===== config.mk =====
export PLATFORM = sky130hd
export DESIGN_NAME = cal_seq
export DESIGN_NICKNAME = d
export VERILOG_FILES = /design/src/rtl/cal_seq_pkg.sv /design/src/rtl/cal_seq_strobe_ctr.sv /design/src/rtl/cal_seq_corr_bank.sv /design/src/rtl/cal_seq.sv
export SDC_FILE = /design/constraint.sdc
export NUM_CORES = 1
export LEC_CHECK = 0
export BUFFER_PORTS_ARGS = -buffer_cell sky130_fd_sc_hd__buf_2
export CAP_MARGIN = 20
export CELL_PAD_IN_SITES_DETAIL_PLACEMENT = 1
export CELL_PAD_IN_SITES_GLOBAL_PLACEMENT = 2
export CORE_MARGIN = 2
export CORE_UTILIZATION = 36
export CTS_BUF_LIST = sky130_fd_sc_hd__clkbuf_2 sky130_fd_sc_hd__clkbuf_4 sky130_fd_sc_hd__clkbuf_8
export DETAILED_ROUTE_END_ITERATION = 10
export GPL_ROUTABILITY_DRIVEN = 0
export PLACE_DENSITY_LB_ADDON = 0.1
export SLEW_MARGIN = 20
export SYNTH_ARGS = -nofsm -noshare
export SYNTH_HDL_FRONTEND = slang
export SYNTH_SLANG_ARGS = --single-unit

===== constraint.sdc =====
create_clock -name clk -period 2.44 [get_ports clk]
set_input_delay 0.244 -clock clk [delete_from_list [all_inputs] [get_ports clk]]
set_output_delay 0.244 -clock clk [all_outputs]
set_load 0.02 [all_outputs]

===== src/rtl/cal_seq_pkg.sv =====
package cal_seq_pkg;
    typedef enum logic [1:0] {
        MODE_NORMAL   = 2'b00,
        MODE_SELF     = 2'b01,
        MODE_SYS_ZERO = 2'b10,
        MODE_SYS_FULL = 2'b11
    } cal_mode_e;

    typedef enum logic [1:0] {
        PH_IDLE = 2'b00,
        PH_ZERO = 2'b01,
        PH_FULL = 2'b10
    } cal_phase_e;

    localparam logic [1:0] SEL_INPUT = 2'b00;
    localparam logic [1:0] SEL_SHORT = 2'b01;
    localparam logic [1:0] SEL_REF   = 2'b10;
endpackage


===== src/rtl/cal_seq_strobe_ctr.sv =====
module cal_seq_strobe_ctr #(
    parameter int SETTLE = 3
) (
    input  logic clk,
    input  logic rst_n,
    input  logic clear,
    input  logic tick,
    output logic hit
);
    localparam int CW = (SETTLE > 1) ? $clog2(SETTLE) : 1;
    localparam logic [CW-1:0] LAST = CW'(SETTLE - 1);

    logic [CW-1:0] cnt_d, cnt_q;

    assign hit = tick && (cnt_q == LAST);

    always_comb begin
        cnt_d = cnt_q;
        if (clear || hit) begin
            cnt_d = '0;
        end else if (tick) begin
            cnt_d = cnt_q + 1'b1;
        end
    end

    always_ff @(posedge clk or negedge rst_n) begin
        if (!rst_n) cnt_q <= '0;
        else        cnt_q <= cnt_d;
    end
endmodule


===== src/rtl/cal_seq_corr_bank.sv =====
module cal_seq_corr_bank #(
    parameter int          NUM_CH = 2,
    parameter int          DW     = 16,
    parameter logic [DW-1:0] RST_VAL = '0,
    localparam int         CHW    = (NUM_CH > 1) ? $clog2(NUM_CH) : 1
) (
    input  logic                 clk,
    input  logic                 rst_n,
    input  logic                 wr_en,
    input  logic [CHW-1:0]       wr_ch,
    input  logic [DW-1:0]        wr_data,
    output logic [NUM_CH*DW-1:0] regs_o
);
    for (genvar i = 0; i < NUM_CH; i++) begin : g_ch
        logic [DW-1:0] val_d, val_q;

        always_comb begin
            val_d = val_q;
            if (wr_en && (wr_ch == CHW'(i))) val_d = wr_data;
        end

        always_ff @(posedge clk or negedge rst_n) begin
            if (!rst_n) val_q <= RST_VAL;
            else        val_q <= val_d;
        end

        assign regs_o[i*DW +: DW] = val_q;
    end
endmodule


===== src/rtl/cal_seq.sv =====
module cal_seq
    import cal_seq_pkg::*;
#(
    parameter int            NUM_CH   = 2,
    parameter int            DW       = 16,
    parameter int            SETTLE   = 3,
    parameter logic [DW-1:0] GAIN_RST = 16'h8000,
    localparam int           CHW      = (NUM_CH > 1) ? $clog2(NUM_CH) : 1
) (
    input  logic                 clk,
    input  logic                 rst_n,
    input  logic                 mode_wr,
    input  logic [1:0]           mode_in,
    input  logic [CHW-1:0]       chan_in,
    input  logic                 filt_chg,
    input  logic                 conv_done,
    input  logic [DW-1:0]        meas,
    output logic [1:0]           mode_o,
    output logic [CHW-1:0]       chan_o,
    output logic                 drdy,
    output logic [DW-1:0]        data_o,
    output logic [1:0]           in_sel,
    output logic                 recal_o,
    output logic [NUM_CH*DW-1:0] off_o,
    output logic [NUM_CH*DW-1:0] gain_o
);
    typedef struct packed {
        cal_phase_e     ph;
        cal_mode_e      mode;
        logic [CHW-1:0] ch;
        logic           drdy;
        logic [DW-1:0]  data;
        logic           stale;
    } seq_t;

    seq_t s_d, s_q;
    logic off_we, gain_we, hit;

    cal_seq_strobe_ctr #(.SETTLE(SETTLE)) u_ctr (
        .clk   (clk),
        .rst_n (rst_n),
        .clear (s_q.ph == PH_IDLE),
        .tick  (conv_done && (s_q.ph != PH_IDLE)),
        .hit   (hit)
    );

    cal_seq_corr_bank #(.NUM_CH(NUM_CH), .DW(DW), .RST_VAL('0)) u_off (
        .clk     (clk),
        .rst_n   (rst_n),
        .wr_en   (off_we),
        .wr_ch   (s_q.ch),
        .wr_data (meas),
        .regs_o  (off_o)
    );

    cal_seq_corr_bank #(.NUM_CH(NUM_CH), .DW(DW), .RST_VAL(GAIN_RST)) u_gain (
        .clk     (clk),
        .rst_n   (rst_n),
        .wr_en   (gain_we),
        .wr_ch   (s_q.ch),
        .wr_data (meas),
        .regs_o  (gain_o)
    );

    always_comb begin
        logic finish;
        s_d     = s_q;
        off_we  = 1'b0;
        gain_we = 1'b0;
        finish  = 1'b0;
        case (s_q.ph)
            PH_IDLE: begin
                if (conv_done) s_d.data = meas;
                if (mode_wr) begin
                    s_d.ch = chan_in;
                    if (cal_mode_e'(mode_in) != MODE_NORMAL) begin
                        s_d.mode = cal_mode_e'(mode_in);
                        s_d.drdy = 1'b1;
                        s_d.ph   = (cal_mode_e'(mode_in) == MODE_SYS_FULL) ? PH_FULL : PH_ZERO;
                    end
                end
            end
            PH_ZERO: begin
                if (hit) begin
                    off_we = 1'b1;
                    if (s_q.mode == MODE_SELF) s_d.ph = PH_FULL;
                    else                       finish = 1'b1;
                end
            end
            PH_FULL: begin
                if (hit) begin
                    gain_we = 1'b1;
                    finish  = 1'b1;
                end
            end
            default: s_d.ph = PH_IDLE;
        endcase
        if (finish) begin
            s_d.ph    = PH_IDLE;
            s_d.mode  = MODE_NORMAL;
            s_d.drdy  = 1'b0;
            s_d.data  = meas;
            s_d.stale = 1'b0;
        end
        if (filt_chg) s_d.stale = 1'b1;
    end

    always_ff @(posedge clk or negedge rst_n) begin
        if (!rst_n) begin
            s_q <= '{ph: PH_IDLE, mode: MODE_NORMAL, ch: '0, drdy: 1'b0,
                     data: '0, stale: 1'b1};
        end else begin
            s_q <= s_d;
        end
    end

    always_comb begin
        in_sel = SEL_INPUT;
        if (s_q.mode == MODE_SELF) begin
            if (s_q.ph == PH_ZERO)      in_sel = SEL_SHORT;
            else if (s_q.ph == PH_FULL) in_sel = SEL_REF;
        end
    end

    assign mode_o  = s_q.mode;
    assign chan_o  = s_q.ch;
    assign drdy    = s_q.drdy;
    assign data_o  = s_q.data;
    assign recal_o = s_q.stale;
endmodule


==> key figures, run 1 <==
Drt
  – Vias/cell: 4.66
  – Routed WL: 8490 um
  – Remaining DRCs: 0
  – ANT nets after route: 0
  – Wire per inst: 17.3 um
  – Via count: 2293
  – Iteration-0 DRC Markers: 50
  – 1st-pass router iterations: 4

Timing
  – Final Hold Viols: 0
  – Clk_skew: 0.0128 ns
  – Rel. slew slack: 60.6%
  – Setup TNS: 0 ns
  – Slew at the pin closest to its max-slew limit: 0.591 ns
  – Tcrit/Tclk final: 90.0%
  – Minimum clock period: 2.20 ns
  – Setup Viol. Count Final: 0
  – RSZ-0062 raised after global routing: false
  – Hold_ws: 0.0862 ns
  – Slew Viols, Final: 0
  – Fmax: 455 MHz
  – Setup slack after layout: 0.243 ns

Final layout
  – Most frequent cells in the layout: 109 x buf_2, 86 x dfrtp_1, 56 x mux2_2, 13 x mux2_1, 13 x mux2_4
  – Commonest non-fill, non-tap cell in the layout: buf_2
  – Layout cells sized above 1: 59.3%
  – Post-layout nets: 379
  – Antenna fix cells: 0
  – Fin cells: 492
  – Area Growth Syn to Fin: 19.1%
  – FILL cells: 1103

Synthesis
  – Synth Net Count: 279
  – Share of flip-flops with an asynchronous set or reset: 100%
  – Yosys warnings: 0
  – Post-synth EDFFs: 0
  – Yosys reg bits: 89
  – Avg Cell Area, Syn: 15.2 um2
  – Mapped Cells: 251
  – Synth Flop Type: dfrtp_1
  – Yosys cell types: 26
  – Register area share after synthesis: 58.4%
  – Synthesized area: 0.00382 mm2

Job
  – Max Cap Violations: 0

Clock network
  – TritonCTS clock tree: built
  – Worst-Skew Late Latency: 0.36 ns
  – Clock buffer count from CTS: 9
  – Root buf cell: clkbuf_8
  – Clk slew on worst S/H paths: 0.09 ns
  – PostCTS Resize Cnt: 0
  – Clock sinks: 89
  – Clock Path Buffers: 2
  – H-tree lvl count: 3

Floorplan
  – Core area: 0.0103 mm2
  – Io pins: 111
  – Die height: 107 um
  – Initial core utilization: 37.0%
  – DIE AREA: 0.0114 mm2
  – Rows: 37
  – Chip Width: 107 um

GRT
  – Initial antenna violation count: 0
  – First-pass GRT wire length: 14000 um
  – GR Overflow Total: 0
  – Pin count of the biggest net entering global routing: 48
  – Total GRT Usage: 16.1%
  – Vias in the first global route: 2513

Worst setup path
  – Crit-path cells: inv_1, ha_1, and3b_1, nand2_4, nor2_8, mux2_2
  – Critical-path maximum fanout: 16
  – CP max stage cell: and3b_1
  – Startpoint types: flop
  – CP arrival: 2.43 ns
  – WS Path Type: reg -> reg
  – CP peak stage delay: 0.54 ns
  – Worst path required time: 2.68 ns
  – Crit end category: flop

Status
  – Status: finished, final reports clean

Pwr
  – Pwr/cell area: 1080 mW/mm2
  – Leakage power figure: 2.50 nW
  – Peak VDD IR: 0.357 mV

Placement
  – Pre-CTS setup slack: 0.201 ns
  – DP Cell Count: 475
  – Final HPWL DP: 6080 um
  – Port Buffer Count: 110

Worst hold path
  – Hold Crit Class: in -> reg
==> metrics by stage <==
step | power, mW | instance area [um2] | utilization [%]
global route | 5.22 | 4550 | 44.1
finish | 4.90 | 4550 | 44.1
detailed placement | 4.04 | 4360 | 42.2
global placement | 3.99 | 4360 | 42.2
CTS | 5.00 | 4550 | 44.1
floorplan | 3.61 | 3820 | -
==> routing by layer <==
metal | share of wire [%] | track usage (%) | wire (um) | up-vias
li1 | - | - | - | 1049
met1 | 45 | 20.8 | 3780 | 1162
met2 | 47 | 25.5 | 4030 | 73
met3 | 6.9 | 5.29 | 585 | 9
met4 | 1.0 | 5.29 | 89 | 0
met5 | 0 | 0 | 0 | -
==> synth_stat cells (3+ instances only) <==
library cell | count | area, um2
buf_6 | 6 | 67.6
mux2_2 | 56 | 631
mux2i_1 | 3 | 30.0
mux2_4 | 13 | 195
dfstp_2 | 3 | 78.8
ha_1 | 4 | 50.1
mux2_1 | 13 | 146
nor2_1 | 11 | 41.3
dfrtp_1 | 86 | 2150
o21ai_0 | 4 | 20.0
nand2_1 | 6 | 22.5
inv_1 | 6 | 22.5
buf_4 | 20 | 150
==> registers in the layout, summed over array words and instances (netlist names) <==
register and flops:
chan_o 1, data_o 16, drdy 1, mode_o 2, recal_o 1, s_q 2
u_ctr.cnt_q 2, u_gain.g_ch.val_q 32, u_off.g_ch.val_q 32
==> critical path: cells and delay by family, from the launching register on <==
kind | cells | cell delay, ns
adder cells (fa/ha/maj) | 1 | 0.30
buffers and inverters | 1 | 0.07
flip-flops | 1 | 0.38
multiplexers | 1 | 0.38
AND/OR/NAND/NOR | 3 | 0.94
==> worst paths after layout <==
path	startpoint	cells past startpoint	slack, ns	to
setup / recovery	s_q[21]$_DFFE_PN0P_	6	0.24	u_off.g_ch[0].val_q[7]$_DFFE_PN0P_
hold / removal	filt_chg	2	0.09	recal_o$_DFFE_PN1P_
setup reg to reg	s_q[21]$_DFFE_PN0P_	6	0.24	u_off.g_ch[0].val_q[7]$_DFFE_PN0P_
hold reg to reg	u_gain.g_ch[0].val_q[11]$_DFFE_PN0P_	1	0.49	u_gain.g_ch[0].val_q[11]$_DFFE_PN0P_
max in group asynchronous	rst_n	3	1.37	u_gain.g_ch[1].val_q[6]$_DFFE_PN0P_
min in group asynchronous	rst_n	2	0.41	mode_o[0]$_DFFE_PN0P_
==> report_power, final <==
group          internal [mW]  leakage, nW  total (mW)  switching (mW)
clock                  0.399       0.0830       0.935           0.536
combinational          0.759         1.25        1.83            1.07
sequential              1.89         1.17        2.14           0.246
==> cells by family (layout without fill, tap and decap cells) <==
family,count (synthesis),count (layout),share of synthesized area (%)
mux,85,85,26.2
flops,89,89,58.4
simple gates,28,28,5.05
buf+inv,33,138,6.65
compound gates,12,12,2.33
fa+ha+maj,4,4,1.31
==> timing repair <==
item | 4_1_cts | 5_1_grt
endpoints found under the hold margin | 39 | 0
buffers inserted | 0 | 0
hold buffers | 1 | 0
==> area by class of cell <==
class / count / area, um2 / area share [%]
clock inverters: 5 / 40.0 / 0.880
repair buffers: 116 / 613 / 13.5
flip-flops and latches: 89 / 2230 / 49.0
inverters: 6 / 22.5 / 0.495
well taps: 136 / 170 / 3.74
clock buffers: 11 / 139 / 3.05
multi-input cells: 129 / 1330 / 29.3
(Power assumes the default switching activity.)
==> inputs of run 2 (changes only) <==
Settings changed: CORE_UTILIZATION 36 to 33.
Clock period 2.44 ns to 2 ns, I/O delays scaled along.
==> run 2 against run 1 <==
- clock skew decreased by 0.0037 ns
- via count increased by 1.5%
- first-iteration DRC count increased by 32%
- flip-flop and latch count unchanged
- final area increased by 3.7%
- highest routed layer unchanged
==> key figures, run 2 (synthesized netlist as in run 1, its figures left out) <==
Timing
  – Setup Viol. Count Final: 0 (unchanged)
  – Minimum clock period: 1.89 ns (was 2.20 ns)
  – Rel. slew slack: 71.7% (was 60.6%)
  – Setup TNS: 0 ns (unchanged)
  – Clk_skew: 0.00915 ns (was 0.0128 ns)
  – Fmax: 529 MHz (was 455 MHz)
  – Final Hold Viols: 0 (unchanged)
  – Slew Viols, Final: 0 (unchanged)
  – RSZ-0062 raised after global routing: false (unchanged)
  – Tcrit/Tclk final: 94.5% (was 90.0%)
  – Slew at the pin closest to its max-slew limit: 0.424 ns (was 0.591 ns)

Worst setup path
  – Start of the worst register-to-register path: s_q[21]$_DFFE_PN0P_ (unchanged)
  – Startpoint types: flop (unchanged)
  – Crit-path cells: inv_1, ha_1, and3b_2, buf_4, nand2_4, nor2_8, buf_12, mux2_1 (was inv_1, ha_1, and3b_1, nand2_4, nor2_8, mux2_2)
  – CP peak stage delay: 0.37 ns (was 0.54 ns)
  – WS Path Type: reg -> reg (unchanged)
  – Crit path max-delay family: simple AND/OR/NAND/NOR gates (unchanged)
  – CP arrival: 2.12 ns (was 2.43 ns)
  – Crit end category: flop (unchanged)
  – Critical-path maximum fanout: 11 (was 16)
  – Worst Path Buf+Inv: 3 (was 1)
  – Worst path required time: 2.23 ns (was 2.68 ns)
  – RR Endpoint: u_gain.g_ch[0].val_q[10]$_DFFE_PN0P_ (was u_off.g_ch[0].val_q[7]$_DFFE_PN0P_)
  – Reg2Reg Setup Slack: 0.11 ns (was 0.24 ns)
  – Cells on worst reg2reg path: 8 (was 6)
  – CP max stage cell: dfrtp_1 (was and3b_1)

Final layout
  – Commonest non-fill, non-tap cell in the layout: buf_2 (unchanged)
  – Fin cells: 510 (was 492)
  – Layout cells sized above 1: 60.8% (was 59.3%)
  – Area Growth Syn to Fin: 23.5% (was 19.1%)
  – Antenna fix cells: 0 (unchanged)
  – Post-layout nets: 390 (was 379)
  – Most frequent cells in the layout: 109 x buf_2, 86 x dfrtp_1, 56 x mux2_2, 13 x mux2_1, 13 x mux2_4 (unchanged)

Drt
  – Routed WL: 8740 um (was 8490 um)
  – Max layer used: met4 (unchanged)
  – Wire per inst: 17.1 um (was 17.3 um)
  – Via count: 2327 (was 2293)
  – Met3 WL post-DR: 559 um (was 585 um)
  – Iteration-0 DRC Markers: 66 (was 50)
  – Vias/cell: 4.56 (was 4.66)
  – 1st-pass router iterations: 2 (was 4)
  – ANT nets after route: 0 (unchanged)
  – Met2 WL: 4080 um (was 4030 um)
  – Met1 Wirelength: 4010 um (was 3780 um)
  – Remaining DRCs: 0 (unchanged)

Floorplan
  – Rows: 39 (was 37)
  – Chip Width: 112 um (was 107 um)
  – Core area: 0.0114 mm2 (was 0.0103 mm2)
  – Die height: 112 um (was 107 um)
  – Io pins: 111 (unchanged)
  – DIE AREA: 0.0124 mm2 (was 0.0114 mm2)
  – Initial core utilization: 33.6% (was 37.0%)

Clock network
  – Clock Path Buffers: 2 (unchanged)
  – H-tree lvl count: 3 (unchanged)
  – TritonCTS clock tree: built (unchanged)
  – Clock buffer count from CTS: 9 (unchanged)
  – Root buf cell: clkbuf_8 (unchanged)
  – Worst-Skew Late Latency: 0.35 ns (was 0.36 ns)
  – Clk slew on worst S/H paths: 0.09 ns (about the same)
  – Clock sinks: 89 (unchanged)

GRT
  – GR Overflow Total: 0 (unchanged)
  – First-pass GRT wire length: 14100 um (was 14000 um)
  – Initial antenna violation count: 0 (unchanged)
  – Pin count of the biggest net entering global routing: 47 (was 48)
  – Total GRT Usage: 14.6% (was 16.1%)
  – Vias in the first global route: 2518 (was 2513)

Pwr
  – Peak VDD IR: 0.406 mV (was 0.357 mV)
  – Leakage power figure: 2.59 nW (was 2.50 nW)
  – Pwr/cell area: 1290 mW/mm2 (was 1080 mW/mm2)

Job
  – Max Cap Violations: 0 (unchanged)

Placement
  – DP Cell Count: 487 (was 475)
  – Final HPWL DP: 6080 um (about the same)
  – Port Buffer Count: 110 (unchanged)

Worst hold path
  – Hold path cells: 2 (unchanged)
  – Worst hold path startpoint: filt_chg (unchanged)
  – Hold Crit Class: in -> reg (unchanged)
  – WHS Endpoint: recal_o$_DFFE_PN1P_ (unchanged)

Status
  – Status: finished, final reports clean (unchanged)
-- run 2: report_power, final --
part | internal (mW) | switching, mW | leakage (nW)
sequential | 2.31 | 0.268 | 1.17
combinational | 0.988 | 1.35 | 1.33
clock | 0.489 | 0.666 | 0.0928
-- run 2: routing by layer --
layer | up-vias | global-route usage (%)
li1 | 1069 | -
met1 | 1190 | 19.1
met2 | 64 | 23.3
met3 | 4 | 4.74
met4 | 0 | 4.69
met5 | - | 0
-- run 2: worst max path at each step --
stage                                    from                                    to  slack, ns  depth (start not counted)
after floorplan           s_q[21]$_DFFE_PN0P_  u_gain.g_ch[0].val_q[10]$_DFFE_PN0P_       0.13                          9
after global placement    s_q[21]$_DFFE_PN0P_    u_off.g_ch[0].val_q[6]$_DFFE_PN0P_       0.07                          7
after detailed placement  s_q[21]$_DFFE_PN0P_    u_off.g_ch[0].val_q[5]$_DFFE_PN0P_       0.02                          7
after CTS                 s_q[21]$_DFFE_PN0P_    u_off.g_ch[0].val_q[7]$_DFFE_PN0P_       0.02                          7
after global routing      s_q[21]$_DFFE_PN0P_  u_gain.g_ch[0].val_q[10]$_DFFE_PN0P_      0.004                          8
final                     s_q[21]$_DFFE_PN0P_  u_gain.g_ch[0].val_q[10]$_DFFE_PN0P_       0.11                          8
-- run 2: area by class of cell --
cell class | count | area, um2
Timing Repair Buffer | 127 | 771
Sequential cell | 89 | 2230
Multi-Input combinational cell | 129 | 1340
Tap cell | 143 | 179
Inverter | 6 | 22.5
Clock buffer | 10 | 138
Fill cell | 1237 | 6650
Clock inverter | 6 | 40.0
-- run 2: through the flow --
step                      power, mW  hold WS (ns)  cell area [um2]  util, %  worst slack [ns]
after CTS                      6.18        0.0220             4620     40.6            0.0175
final                          6.07        0.0396             4720     41.5             0.109
after global routing           6.47        0.0167             4720     41.5           0.00395
after global placement         4.95         0.175             4430     39.0            0.0721
after floorplan                4.40       -0.0956             3820        -             0.133
after detailed placement       5.00         0.173             4430     39.0            0.0228
-- run 2: what timing repair did --
item | in CTS | in global routing
resized for setup | 0 | 1
buffers inserted | 0 | 6
hold buffers | 1 | 0
endpoints found under the setup margin | 0 | 51
endpoints found under the hold margin | 27 | 0
==> inputs of run 3 (changes only) <==
Settings changed: BUFFER_PORTS_ARGS -buffer_cell sky130_fd_sc_hd__buf_2 to -buffer_cell sky130_fd_sc_hd__clkbuf_2, CELL_PAD_IN_SITES_DETAIL_PLACEMENT 1 to unset, CELL_PAD_IN_SITES_GLOBAL_PLACEMENT 2 to unset, CORE_UTILIZATION 33 to 48, PLACE_DENSITY set to 0.78, PLACE_DENSITY_LB_ADDON 0.1 to unset.
==> run 3 against run 2 <==
- clock power is 10% higher
- setup slack better by 0.033 ns
- sequential share of layout area is 0.91 points higher
- via count hardly changed
- first-iteration DRC count is 17% lower
- clock skew is 0.00051 ns higher
- largest power group unchanged
- critical endpoint is now data_o[10]$_DFFE_PN0P_
- combinational power is 5% lower
- cell count is 9.2% lower
- clock-buffer cell count stayed put
- critical path depth is 2 lower
- critical path type unchanged
- hold slack better by 0.010 ns
- register-to-register slack better by 0.03 ns
==> key figures, run 3 (synthesized netlist as in run 1, its figures left out) <==
Worst setup path
  – Startpoint types: flop (unchanged)
  – CP peak stage delay: 0.40 ns (was 0.37 ns)
  – Crit-path cells: inv_1, ha_1, nor2_1, a21oi_4, buf_4, mux2_2 (was inv_1, ha_1, and3b_2, buf_4, nand2_4, nor2_8, buf_12, mux2_1)
  – WS Path Type: reg -> reg (unchanged)
  – Worst path required time: 2.25 ns (was 2.23 ns)
  – Crit path max-delay family: flip-flops (was simple AND/OR/NAND/NOR gates)
  – Critical-path maximum fanout: 10 (was 11)
  – CP max stage cell: dfrtp_1 (unchanged)
  – CP arrival: 2.11 ns (was 2.12 ns)
  – Crit end category: flop (unchanged)
  – Worst Path Buf+Inv: 2 (was 3)

Drt
  – Routed WL: 7650 um (was 8740 um)
  – Wire per inst: 16.5 um (was 17.1 um)
  – Iteration-0 DRC Markers: 55 (was 66)
  – Vias/cell: 5.03 (was 4.56)
  – Remaining DRCs: 0 (unchanged)
  – ANT nets after route: 0 (unchanged)
  – Via count: 2329 (was 2327)
  – 1st-pass router iterations: 4 (was 2)

Timing
  – Setup slack after layout: 0.143 ns (was 0.109 ns)
  – Tcrit/Tclk final: 92.9% (was 94.5%)
  – Hold_ws: 0.0496 ns (was 0.0396 ns)
  – Setup Viol. Count Final: 0 (unchanged)
  – Slew at the pin closest to its max-slew limit: 0.567 ns (was 0.424 ns)
  – Fmax: 538 MHz (was 529 MHz)
  – Setup TNS: 0 ns (unchanged)
  – Final Hold Viols: 0 (unchanged)
  – Rel. slew slack: 62.2% (was 71.7%)
  – RSZ-0062 raised after global routing: false (unchanged)
  – Slew Viols, Final: 0 (unchanged)
  – Clk_skew: 0.00966 ns (was 0.00915 ns)
  – Minimum clock period: 1.86 ns (was 1.89 ns)

Final layout
  – Fin util: 59.9% (was 41.5%)
  – Most frequent cells in the layout: 109 x clkbuf_2, 86 x dfrtp_1, 56 x mux2_2, 13 x mux2_1, 13 x mux2_4 (was 109 x buf_2, 86 x dfrtp_1, 56 x mux2_2, 13 x mux2_1, 13 x mux2_4)
  – Antenna fix cells: 0 (unchanged)
  – Commonest non-fill, non-tap cell in the layout: clkbuf_2 (was buf_2)
  – Area Growth Syn to Fin: 21.2% (was 23.5%)
  – Fin cells: 463 (was 510)
  – Layout cells sized above 1: 59.8% (was 60.8%)
  – Post-route cell area: 0.00463 mm2 (was 0.00472 mm2)
  – Post-layout nets: 384 (was 390)

Clock network
  – Clock Path Buffers: 2 (unchanged)
  – TritonCTS clock tree: built (unchanged)
  – Clock sinks: 89 (unchanged)
  – Root buf cell: clkbuf_8 (unchanged)
  – Clock buffer count from CTS: 9 (unchanged)
  – H-tree lvl count: 3 (unchanged)
  – Worst-Skew Late Latency: 0.36 ns (was 0.35 ns)
  – Clk slew on worst S/H paths: 0.09 ns (about the same)

Placement
  – Final HPWL DP: 5420 um (was 6080 um)
  – DP Cell Count: 442 (was 487)
  – Placed inst area: 0.00433 mm2 (was 0.00443 mm2)
  – Port Buffer Count: 110 (unchanged)
  – Pre-CTS setup slack: 0.0829 ns (was 0.0228 ns)

Pwr
  – Overall power: 6.14 mW (was 6.07 mW)
  – Pwr/cell area: 1330 mW/mm2 (was 1290 mW/mm2)
  – Peak VDD IR: 0.595 mV (was 0.406 mV)
  – Leakage power figure: 2.51 nW (was 2.59 nW)

Worst hold path
  – Hold Crit Class: in -> reg (unchanged)

GRT
  – GR Overflow Total: 0 (unchanged)
  – Pin count of the biggest net entering global routing: 58 (was 47)
  – First-pass GRT wire length: 12100 um (was 14100 um)
  – Initial antenna violation count: 0 (unchanged)
  – Vias in the first global route: 2324 (was 2518)
  – Total GRT Usage: 18.5% (was 14.6%)

Floorplan
  – Io pins: 111 (unchanged)
  – Chip Width: 93.2 um (was 112 um)
  – Die height: 93.2 um (was 112 um)
  – DIE AREA: 0.00869 mm2 (was 0.0124 mm2)
  – Rows: 32 (was 39)
  – Initial core utilization: 49.4% (was 33.6%)
  – Core area: 0.00773 mm2 (was 0.0114 mm2)

Status
  – Status: finished, final reports clean (unchanged)

Job
  – Max Cap Violations: 0 (unchanged)
[run 3: timing repair]
item                                    4_1_cts  5_1_grt
buffers inserted                              0        4
gates resized for setup                       0        0
hold buffers                                  1        0
endpoints found under the setup margin        0        6
hold endpoints to repair                     30        0
[run 3: per-layer routing]
metal	vias to the layer above	routed length (um)	global-route usage (%)
li1	1066	-	-
met1	1186	3400	23.9
met2	66	3790	30.6
met3	11	322	3.38
met4	0	134	8.46
met5	-	0	0
[run 3: cell type report]
type	count	area, um2
fillers	615	3100
inverters	6	22.5
repair buffers	121	701
clock inverters	6	73.8
clock buffers	10	138
well taps	102	128
flip-flops and latches	89	2230
multi-input cells	129	1330
[run 3: worst paths after layout]
kind / slack (ns) / from / depth (start not counted) / end
hold reg to reg: 0.49 / u_gain.g_ch[0].val_q[6]$_DFFE_PN0P_ / 1 / u_gain.g_ch[0].val_q[6]$_DFFE_PN0P_
setup / recovery: 0.14 / s_q[21]$_DFFE_PN0P_ / 6 / data_o[10]$_DFFE_PN0P_
max in group asynchronous: 0.98 / rst_n / 3 / u_gain.g_ch[0].val_q[15]$_DFFE_PN1P_
hold / removal: 0.05 / filt_chg / 2 / recal_o$_DFFE_PN1P_
min in group asynchronous: 0.32 / rst_n / 2 / data_o[14]$_DFFE_PN0P_
setup reg to reg: 0.14 / s_q[21]$_DFFE_PN0P_ / 6 / data_o[10]$_DFFE_PN0P_
[run 3: power by group]
| part | internal [mW] | total, mW | switching, mW |
|---|---|---|---|
| clock network | 0.626 | 1.28 | 0.655 |
| logic | 0.935 | 2.23 | 1.29 |
| registers | 2.31 | 2.63 | 0.325 |
